**config.mk**
```make
export PLATFORM = sky130hd
export DESIGN_NAME = nvm_page_writer
export DESIGN_NICKNAME = d
export VERILOG_FILES = /design/src/rtl/nvm_page_writer.sv
export SDC_FILE = /design/constraint.sdc
export NUM_CORES = 1
export LEC_CHECK = 0
export ABC_AREA = 1
export BUFFER_PORTS_ARGS = -buffer_cell sky130_fd_sc_hd__buf_4
export CORE_AREA = 5 5 162 164
export DETAILED_ROUTE_END_ITERATION = 12
export DIE_AREA = 0 0 167 169
export GPL_TIMING_DRIVEN = 0
export PLACE_DENSITY = 0.69
export SLEW_MARGIN = 40
export SYNTH_ARGS = -nofsm -noshare
export SYNTH_HDL_FRONTEND = slang
export SYNTH_SLANG_ARGS = --single-unit
```
**constraint.sdc**
```tcl
create_clock -name clk -period 3.53 [get_ports clk]
set_input_delay 0.1765 -clock clk [delete_from_list [all_inputs] [get_ports clk]]
set_output_delay 0.1765 -clock clk [all_outputs]
set_load 0.02 [all_outputs]
```
**src/rtl/nvm_page_writer.sv**
```systemverilog
module nvm_page_writer #(
  parameter int AW        = 12,
  parameter int PW        = 5,
  parameter int PROG_CLKS = 64,
  localparam int PAGE     = 1 << PW,
  localparam int TW       = $clog2(PROG_CLKS + 1)
) (
  input  logic          clk,
  input  logic          rst_n,
  input  logic          op_wren,
  input  logic          op_wrdi,
  input  logic          op_write,
  input  logic          addr_vld,
  input  logic [15:0]   addr_in,
  input  logic          byte_vld,
  input  logic [7:0]    byte_in,
  input  logic          cs_rise,
  input  logic          cs_aligned,
  output logic          arr_we,
  output logic [AW-1:0] arr_addr,
  output logic [7:0]    arr_wdata,
  output logic [7:0]    status
);

  logic             wel, wren_pend, busy, collect, have_addr, any_byte;
  logic [AW-1:PW]   page_base;
  logic [PW-1:0]    ptr;
  logic [TW-1:0]    tmr;
  logic [PAGE-1:0]  vld_q;
  logic [7:0]       buf_q [PAGE];

  wire unused_hi = ^addr_in[15:AW];

  wire [PW-1:0] idx     = tmr[PW-1:0];
  wire          in_scan = busy && (tmr < TW'(PAGE));
  wire          take_b  = !busy && byte_vld && collect && have_addr;

  assign arr_we    = in_scan && vld_q[idx];
  assign arr_addr  = {page_base, idx};
  assign arr_wdata = buf_q[idx];
  assign status    = {6'd0, wel, busy};

  always_ff @(posedge clk) begin
    if (take_b) buf_q[ptr] <= byte_in;
  end

  always_ff @(posedge clk or negedge rst_n) begin
    if (!rst_n) begin
      wel       <= 1'b0;
      wren_pend <= 1'b0;
      busy      <= 1'b0;
      collect   <= 1'b0;
      have_addr <= 1'b0;
      any_byte  <= 1'b0;
      page_base <= '0;
      ptr       <= '0;
      tmr       <= '0;
      vld_q     <= '0;
    end else if (busy) begin
      tmr <= tmr + 1'b1;
      if (tmr == TW'(PROG_CLKS - 1)) begin
        busy  <= 1'b0;
        wel   <= 1'b0;
        vld_q <= '0;
      end
    end else begin
      if (op_wren) wren_pend <= 1'b1;
      if (op_wrdi) begin
        wel       <= 1'b0;
        wren_pend <= 1'b0;
      end
      if (op_write && wel) begin
        collect   <= 1'b1;
        have_addr <= 1'b0;
        any_byte  <= 1'b0;
      end
      if (addr_vld && collect && !have_addr) begin
        have_addr <= 1'b1;
        page_base <= addr_in[AW-1:PW];
        ptr       <= addr_in[PW-1:0];
      end
      if (take_b) begin
        vld_q[ptr] <= 1'b1;
        ptr        <= ptr + 1'b1;
        any_byte   <= 1'b1;
      end
      if (cs_rise) begin
        wren_pend <= 1'b0;
        collect   <= 1'b0;
        have_addr <= 1'b0;
        any_byte  <= 1'b0;
        if (wren_pend && cs_aligned) wel <= 1'b1;
        if (collect && any_byte && cs_aligned) begin
          busy <= 1'b1;
          tmr  <= '0;
        end else begin
          vld_q <= '0;
        end
      end
    end
  end

endmodule

```
==> impl_metrics.env, run 1 <==
export IMPL_start_util_pct=54.0
export IMPL_die_area_mm2=0.0282
export IMPL_yosysWarnings=0
export IMPL_grt_use_total_pct=25.4
export IMPL_power_density_mw_per_mm2=686
export IMPL_wl_per_cell_um=20.6
export IMPL_fin_cells=1747
export IMPL_timing_fmax_mhz=317
export IMPL_syn_instance_count=1287
export IMPL_yosysTopAreaCell="edfxtp_1"
export IMPL_critPathKind="flop to primary output"
export IMPL_drc=0
export IMPL_cts_sinks=313
export IMPL_r2r_cells=6
export IMPL_cts_root_buffer="clkbuf_16"
export IMPL_fin_setup_tns_ns=0
export IMPL_sw_frac_of_total_pct=36.2
export IMPL_area_growth_pct=14.6
export IMPL_fp_row_count=58
export IMPL_overflow=0
export IMPL_cp_max_fo=10
export IMPL_p_switching_w=0.00380
export IMPL_drtPass1Iterations=5
export IMPL_p_leak_nw=6.03
export IMPL_num_vias=9735
export IMPL_dpl_cell_count=1673
export IMPL_antenna_found_initial=0
export IMPL_min_period_ns=3.15
export IMPL_antenna_cells=0
export IMPL_finalPower_w=0.0105
export IMPL_final_nets=1432
export IMPL_grt_pass1_vias=9076
export IMPL_power_frac_clock_pct=28.2
export IMPL_ys_ff_latch=313
export IMPL_grt_use_met3_pct=3.99
export IMPL_post_cts_setup_buffer_count=0
export IMPL_yosysTopAreaCellShare_pct=57.6
export IMPL_end_kind="primary output"
export IMPL_use_met1_pct=36.3
export IMPL_cts_buffers=30
export IMPL_setup_viol=0
export IMPL_reg2reg_from="busy"
export IMPL_p_int_w=0.00669
export IMPL_critPathLaunchType="flop"
export IMPL_drive_gt1_share_pct=12.6
export IMPL_crit_arrival_ns=2.97
export IMPL_place_hpwl_um=24300
export IMPL_core_area_mm2=0.0247
export IMPL_htree_levels=1
export IMPL_reg2reg_to="buf_q[7][2]"
export IMPL_min_path_type="input pin to flop"
export IMPL_combPwrFrac_pct=31.8
export IMPL_pwr_share_seq_pct=40.0
export IMPL_final_common_cell="nand2_1"
export IMPL_top_usage_layer="met2"
export IMPL_die_h_um=169
export IMPL_use_met2_pct=41.3
export IMPL_ant_nets=0
export IMPL_ys_seq_area_share_pct=68.2
export IMPL_gp_congestion=0.892
export IMPL_die_width_um=167
export IMPL_required_ns=3.35
export IMPL_slew_violations=0
export IMPL_status="complete, no violations"
export IMPL_mostFrequentLayoutCells="nand2_1, edfxtp_1, nor2_1"
export IMPL_cts_resized=0
export IMPL_syn_area_per_cell_um2=10.4
export IMPL_cts_tree="built"
export IMPL_cts_clk_slew_worst_paths_ns=0.06
export IMPL_port_buffers=51
export IMPL_finClkSkew_ns=0.00812
export IMPL_ir_drop_v=0.000372
export IMPL_worstMarginPinSlew_ns=0.888
export IMPL_whs_ns=0.0309
export IMPL_post_route_period_util_pct=89.2
export IMPL_cap_violations=0
export IMPL_critPathCapture="arr_wdata[2]"
export IMPL_via_per_inst=5.57
export IMPL_grt_max_degree=58
export IMPL_ios=62
export IMPL_synth_top_cells_by_area="edfxtp_1, dfrtp_1, nand2_1"
export IMPL_routed_wl_um=36000
export IMPL_first_iter_violations=1319
export IMPL_r2r_slack_ns=1.10
export IMPL_clk_insertion_delay_late_ns=0.56
export IMPL_ys_types=31
export IMPL_slew_headroom_pct=40.6
export IMPL_grt_pass1_wl_um=54700
export IMPL_grt_setup_unrepaired="false"
export IMPL_synthesis_area_mm2=0.0134
export IMPL_cts_buffer_depth=3
export IMPL_hold_violations=0
export IMPL_startpoint="tmr[1]"
==> synthesized netlist by cell type, drive strengths merged <==
cell type	number
nand2	289
edfxtp	256
nor2	235
nand3	127
o21ai	99
inv	76
dfrtp	57
buf	55
a21oi	40
clkbuf	22
nor3	8
ha	5
o22ai	4
a31o	3
xor2	3
clkinv	2
o211ai	2
conb	1
nand3b	1
o221ai	1
xnor2	1
==> kinds of logic after synthesis <==
family | synth area share, %
AND/OR/NAND/NOR | 20.1
flip-flops | 68.2
buffers and inverters | 5.13
AO/OA/AOI/OAI | 5.80
adder cells (fa/ha/maj) | 0.468
XOR/XNOR | 0.262
other | 0.0281
==> flip-flops by register name, indices dropped and copies added (netlist names) <==
name and count:
wel 1, tmr 7, have_addr 1, buf_q 256
any_byte 1, wren_pend 1, collect 1, page_base 7
busy 1, vld_q 32, ptr 5
==> cell type report <==
| class | instances | area (µm²) |
|---|---|---|
| Multi-Input combinational cell | 824 | 3630 |
| Timing Repair Buffer | 70 | 577 |
| Clock buffer | 42 | 817 |
| Buffer | 77 | 393 |
| Tap cell | 330 | 413 |
| Inverter | 78 | 293 |
| Fill cell | 2005 | 9440 |
| Sequential cell | 313 | 9110 |
| Clock inverter | 13 | 66.3 |
==> worst min-delay path by stage <==
stage	startpoint	end	slack (ns)	depth (start not counted)
after floorplan	rst_n	any_byte	-0.12	0
after global placement	rst_n	vld_q[2]	0.29	1
after detailed placement	rst_n	vld_q[2]	0.29	1
after CTS	op_write	collect	0.03	5
after global routing	op_write	collect	0.05	5
final	op_write	collect	0.03	5
==> per-layer routing <==
layer	vias to the layer above	wire length, µm
li1	4523	-
met1	4680	15100
met2	462	17000
met3	70	2990
met4	0	945
met5	-	0
==> repair_timing <==
item	in CTS	in global routing
endpoints found under the hold margin	74	0
endpoints found under the setup margin	0	0
hold buffers	19	0
==> power by group through the flow <==
stage          logic (W)  registers, W  clock network, W
5_1_grt          0.00366       0.00421           0.00311
4_1_cts          0.00331       0.00420           0.00295
2_1_floorplan    0.00198       0.00430                 0
3_3_place_gp     0.00322       0.00427                 0
3_5_place_dp     0.00326       0.00427                 0
6_report         0.00334       0.00420           0.00296
==> per-stage QoR <==
stage / setup slack, ns / area (µm²) / utilization, %
6_report: 0.380 / 15300 / 61.8
5_1_grt: 0.147 / 15300 / 61.8
4_1_cts: 0.388 / 15300 / 61.8
3_5_place_dp: 1.00 / 14200 / 57.4
3_3_place_gp: 1.02 / 14200 / 57.3
2_1_floorplan: 1.75 / 13400 / -
==> critical path, cell delays in order (launching register included) <==
cell and delay [ns]:
dfrtp_1 0.47, inv_2 0.23, buf_1 0.55, nor2_1 0.12, o21ai_0 0.13, nand2_1 0.10, a21oi_1 0.42, nand2_1 0.11
nand2_1 0.10, inv_1 0.05, buf_4 0.15
Note: power is estimated with default switching activity, not from simulation.
==> run 2, diff against run 1 <==
Settings changed: ABC_AREA 1 to not set, CORE_AREA 5 5 162 164 to 5 5 160 162, DIE_AREA 0 0 167 169 to 0 0 165 167, SLEW_MARGIN 40 to not set.
==> impl_metrics.env, run 2 <==
export IMPL_critPathLaunchType="flop"
export IMPL_multi_input_area_mm2=0.00345
export IMPL_post_route_util_pct=62.0
export IMPL_required_ns=3.35
export IMPL_yosysTopAreaCellShare_pct=59.5
export IMPL_antenna_cells=0
export IMPL_fin_ws_ns=0.359
export IMPL_final_nets=926
export IMPL_final_common_cell="edfxtp_1"
export IMPL_cts_root_buffer="clkbuf_16"
export IMPL_ys_ff_latch=313
export IMPL_drtPass1Iterations=5
export IMPL_cts_hold_buf=19
export IMPL_fin_cells=1236
export IMPL_synth_most_common_cell="edfxtp_1"
export IMPL_core_area_mm2=0.0240
export IMPL_hold_violations=0
export IMPL_ys_types=49
export IMPL_htree_levels=1
export IMPL_grt_use_total_pct=21.2
export IMPL_cp_cell_sequence="buf_2, buf_4, nor2_1, buf_2, a22oi_1, nand3_1, nand4_1, buf_4"
export IMPL_power_density_mw_per_mm2=484
export IMPL_setup_viol=0
export IMPL_synthesis_area_mm2=0.0129
export IMPL_ys_seq_area_share_pct=70.6
export IMPL_top_regs="buf_q: 256 flops, vld_q: 32 flops"
export IMPL_clk_insertion_delay_late_ns=0.54
export IMPL_ir_drop_v=0.000535
export IMPL_overflow=0
export IMPL_die_h_um=167
export IMPL_finalPower_w=0.00719
export IMPL_syn_area_per_cell_um2=16.6
export IMPL_pre_cts_ws_ns=0.834
export IMPL_grt_max_degree=58
export IMPL_ys_top_cells_by_count="edfxtp_1, mux2i_1, dfrtp_1"
export IMPL_synth_top_cells_by_area="edfxtp_1, dfrtp_1, mux2i_1"
export IMPL_area_growth_pct=15.1
export IMPL_cts_buffers=31
export IMPL_status="complete, no violations"
export IMPL_finClkSkew_ns=0.0115
export IMPL_wl_per_cell_um=23.4
export IMPL_largest_register_ffs=256
export IMPL_synth_flop_cell="edfxtp_1"
export IMPL_yosysWarnings=0
export IMPL_grt_pass1_wl_um=44000
export IMPL_cpMaxStageDelayCell="nor2_1"
export IMPL_yosysTopAreaCell="edfxtp_1"
export IMPL_max_stage_delay_ns=0.52
export IMPL_p_leak_nw=5.13
export IMPL_die_area_mm2=0.0276
export IMPL_fin_setup_tns_ns=0
export IMPL_ant_nets=0
export IMPL_ios=62
export IMPL_min_path_type="input pin to flop"
export IMPL_cp_max_fo=10
export IMPL_critPathKind="flop to primary output"
export IMPL_end_kind="primary output"
export IMPL_cts_clk_slew_worst_paths_ns=0.06
export IMPL_cts_sinks=313
export IMPL_fill_cells=1780
export IMPL_crit_arrival_ns=2.99
export IMPL_cts_resized=0
export IMPL_drc=0
export IMPL_min_period_ns=3.17
export IMPL_via_per_inst=5.94
export IMPL_ff_latch_area_mm2=0.00911
export IMPL_synth_async_reset_ratio_pct=18.2
export IMPL_start_util_pct=53.9
export IMPL_place_hpwl_um=19100
export IMPL_slew_headroom_pct=37.6
export IMPL_post_route_period_util_pct=89.8
export IMPL_first_iter_violations=681
export IMPL_dpl_cell_count=1160
export IMPL_antenna_found_initial=0
export IMPL_timing_fmax_mhz=315
export IMPL_synth_edf_count=256
export IMPL_num_vias=7337
export IMPL_cap_violations=0
export IMPL_slew_violations=0
export IMPL_fp_row_count=57
export IMPL_cts_tree="built"
export IMPL_die_width_um=165
export IMPL_post_cts_setup_buffer_count=0
export IMPL_grt_setup_unrepaired="false"
export IMPL_mostFrequentLayoutCells="edfxtp_1, buf_4, mux2i_1"
export IMPL_cts_buffer_depth=3
export IMPL_port_buffers=51
export IMPL_drive_gt1_share_pct=18.9
export IMPL_worstMarginPinSlew_ns=0.933
export IMPL_top_register="buf_q"
export IMPL_gp_congestion=0.865
export IMPL_routed_wl_um=28900
export IMPL_syn_instance_count=780
export IMPL_grt_pass1_vias=7481
## run 2: cell count changes after synthesis, sizes merged, moves of 38 or more
cell	change
mux2i	+68
nand2	-234
inv	-69
mux4	+38
nor2	-191
o21ai	-85
nand3	-103
## run 2: cells by family (layout without fill, tap and decap cells)
family / Yosys count / count (layout) / synth area share [%]
flip-flops: 313 / 313 / 70.6
AND/OR/NAND/NOR: 164 / 164 / 5.89
multiplexers: 130 / 130 / 14.6
AO/OA/AOI/OAI: 99 / 99 / 5.41
buffers and inverters: 65 / 192 / 2.83
adder cells (fa/ha/maj): 5 / 5 / 0.484
XOR/XNOR: 3 / 3 / 0.204
other: 1 / 6 / 0.0290
## run 2: through the flow
stage	instance area (µm²)	hold slack, ns
final	14900	0.0640
after global routing	14900	0.0687
after CTS	14900	0.0611
after detailed placement	13700	0.278
after global placement	13700	0.254
after floorplan	12900	-0.119
## run 2: where the power goes
part           internal, W  switching [W]
Combinational    0.0000378      0.0000782
Clock              0.00178        0.00129
Sequential         0.00400              0
## run 2: path summary, 6_finish.rpt
check	start	endpoint	slack, ns	cells after the start
max in group asynchronous	rst_n	vld_q[30]	2.81	2
min in group asynchronous	rst_n	ptr[3]	0.25	2
max	tmr[1]	arr_wdata[2]	0.36	8
min reg2reg	vld_q[15]	vld_q[15]	0.49	1
max reg2reg	busy	buf_q[15][3]	0.80	5
min	op_write	have_addr	0.06	4
## run 2: cell type report
class                   count  share of cell area (%)
plain buffers              57                    2.26
clock buffers              45                    5.64
clock inverters            12                   0.733
inverters                   8                   0.202
multi-input cells         407                    23.2
flip-flops and latches    313                    61.3
well taps                 324                    2.73
repair buffers             70                    3.86
## run 2: routing by layer
metal  global-route usage, %  share of wire (%)  vias to the layer above
met1                    30.8                 42                     3741
met2                    33.5                 49                      273
li1                        -                  -                     3250
met3                    2.62                5.9                       73
met4                    7.56                3.9                        0
met5                       0                  0                        -
## run 2: worst max-delay path: cells and delay by family (launching register included)
| family | cells | cell delay (ns) |
|---|---|---|
| AND/OR/NAND/NOR | 3 | 0.85 |
| AO/OA/AOI/OAI | 1 | 0.16 |
| flip-flops | 1 | 0.40 |
| buffers and inverters | 4 | 1.02 |
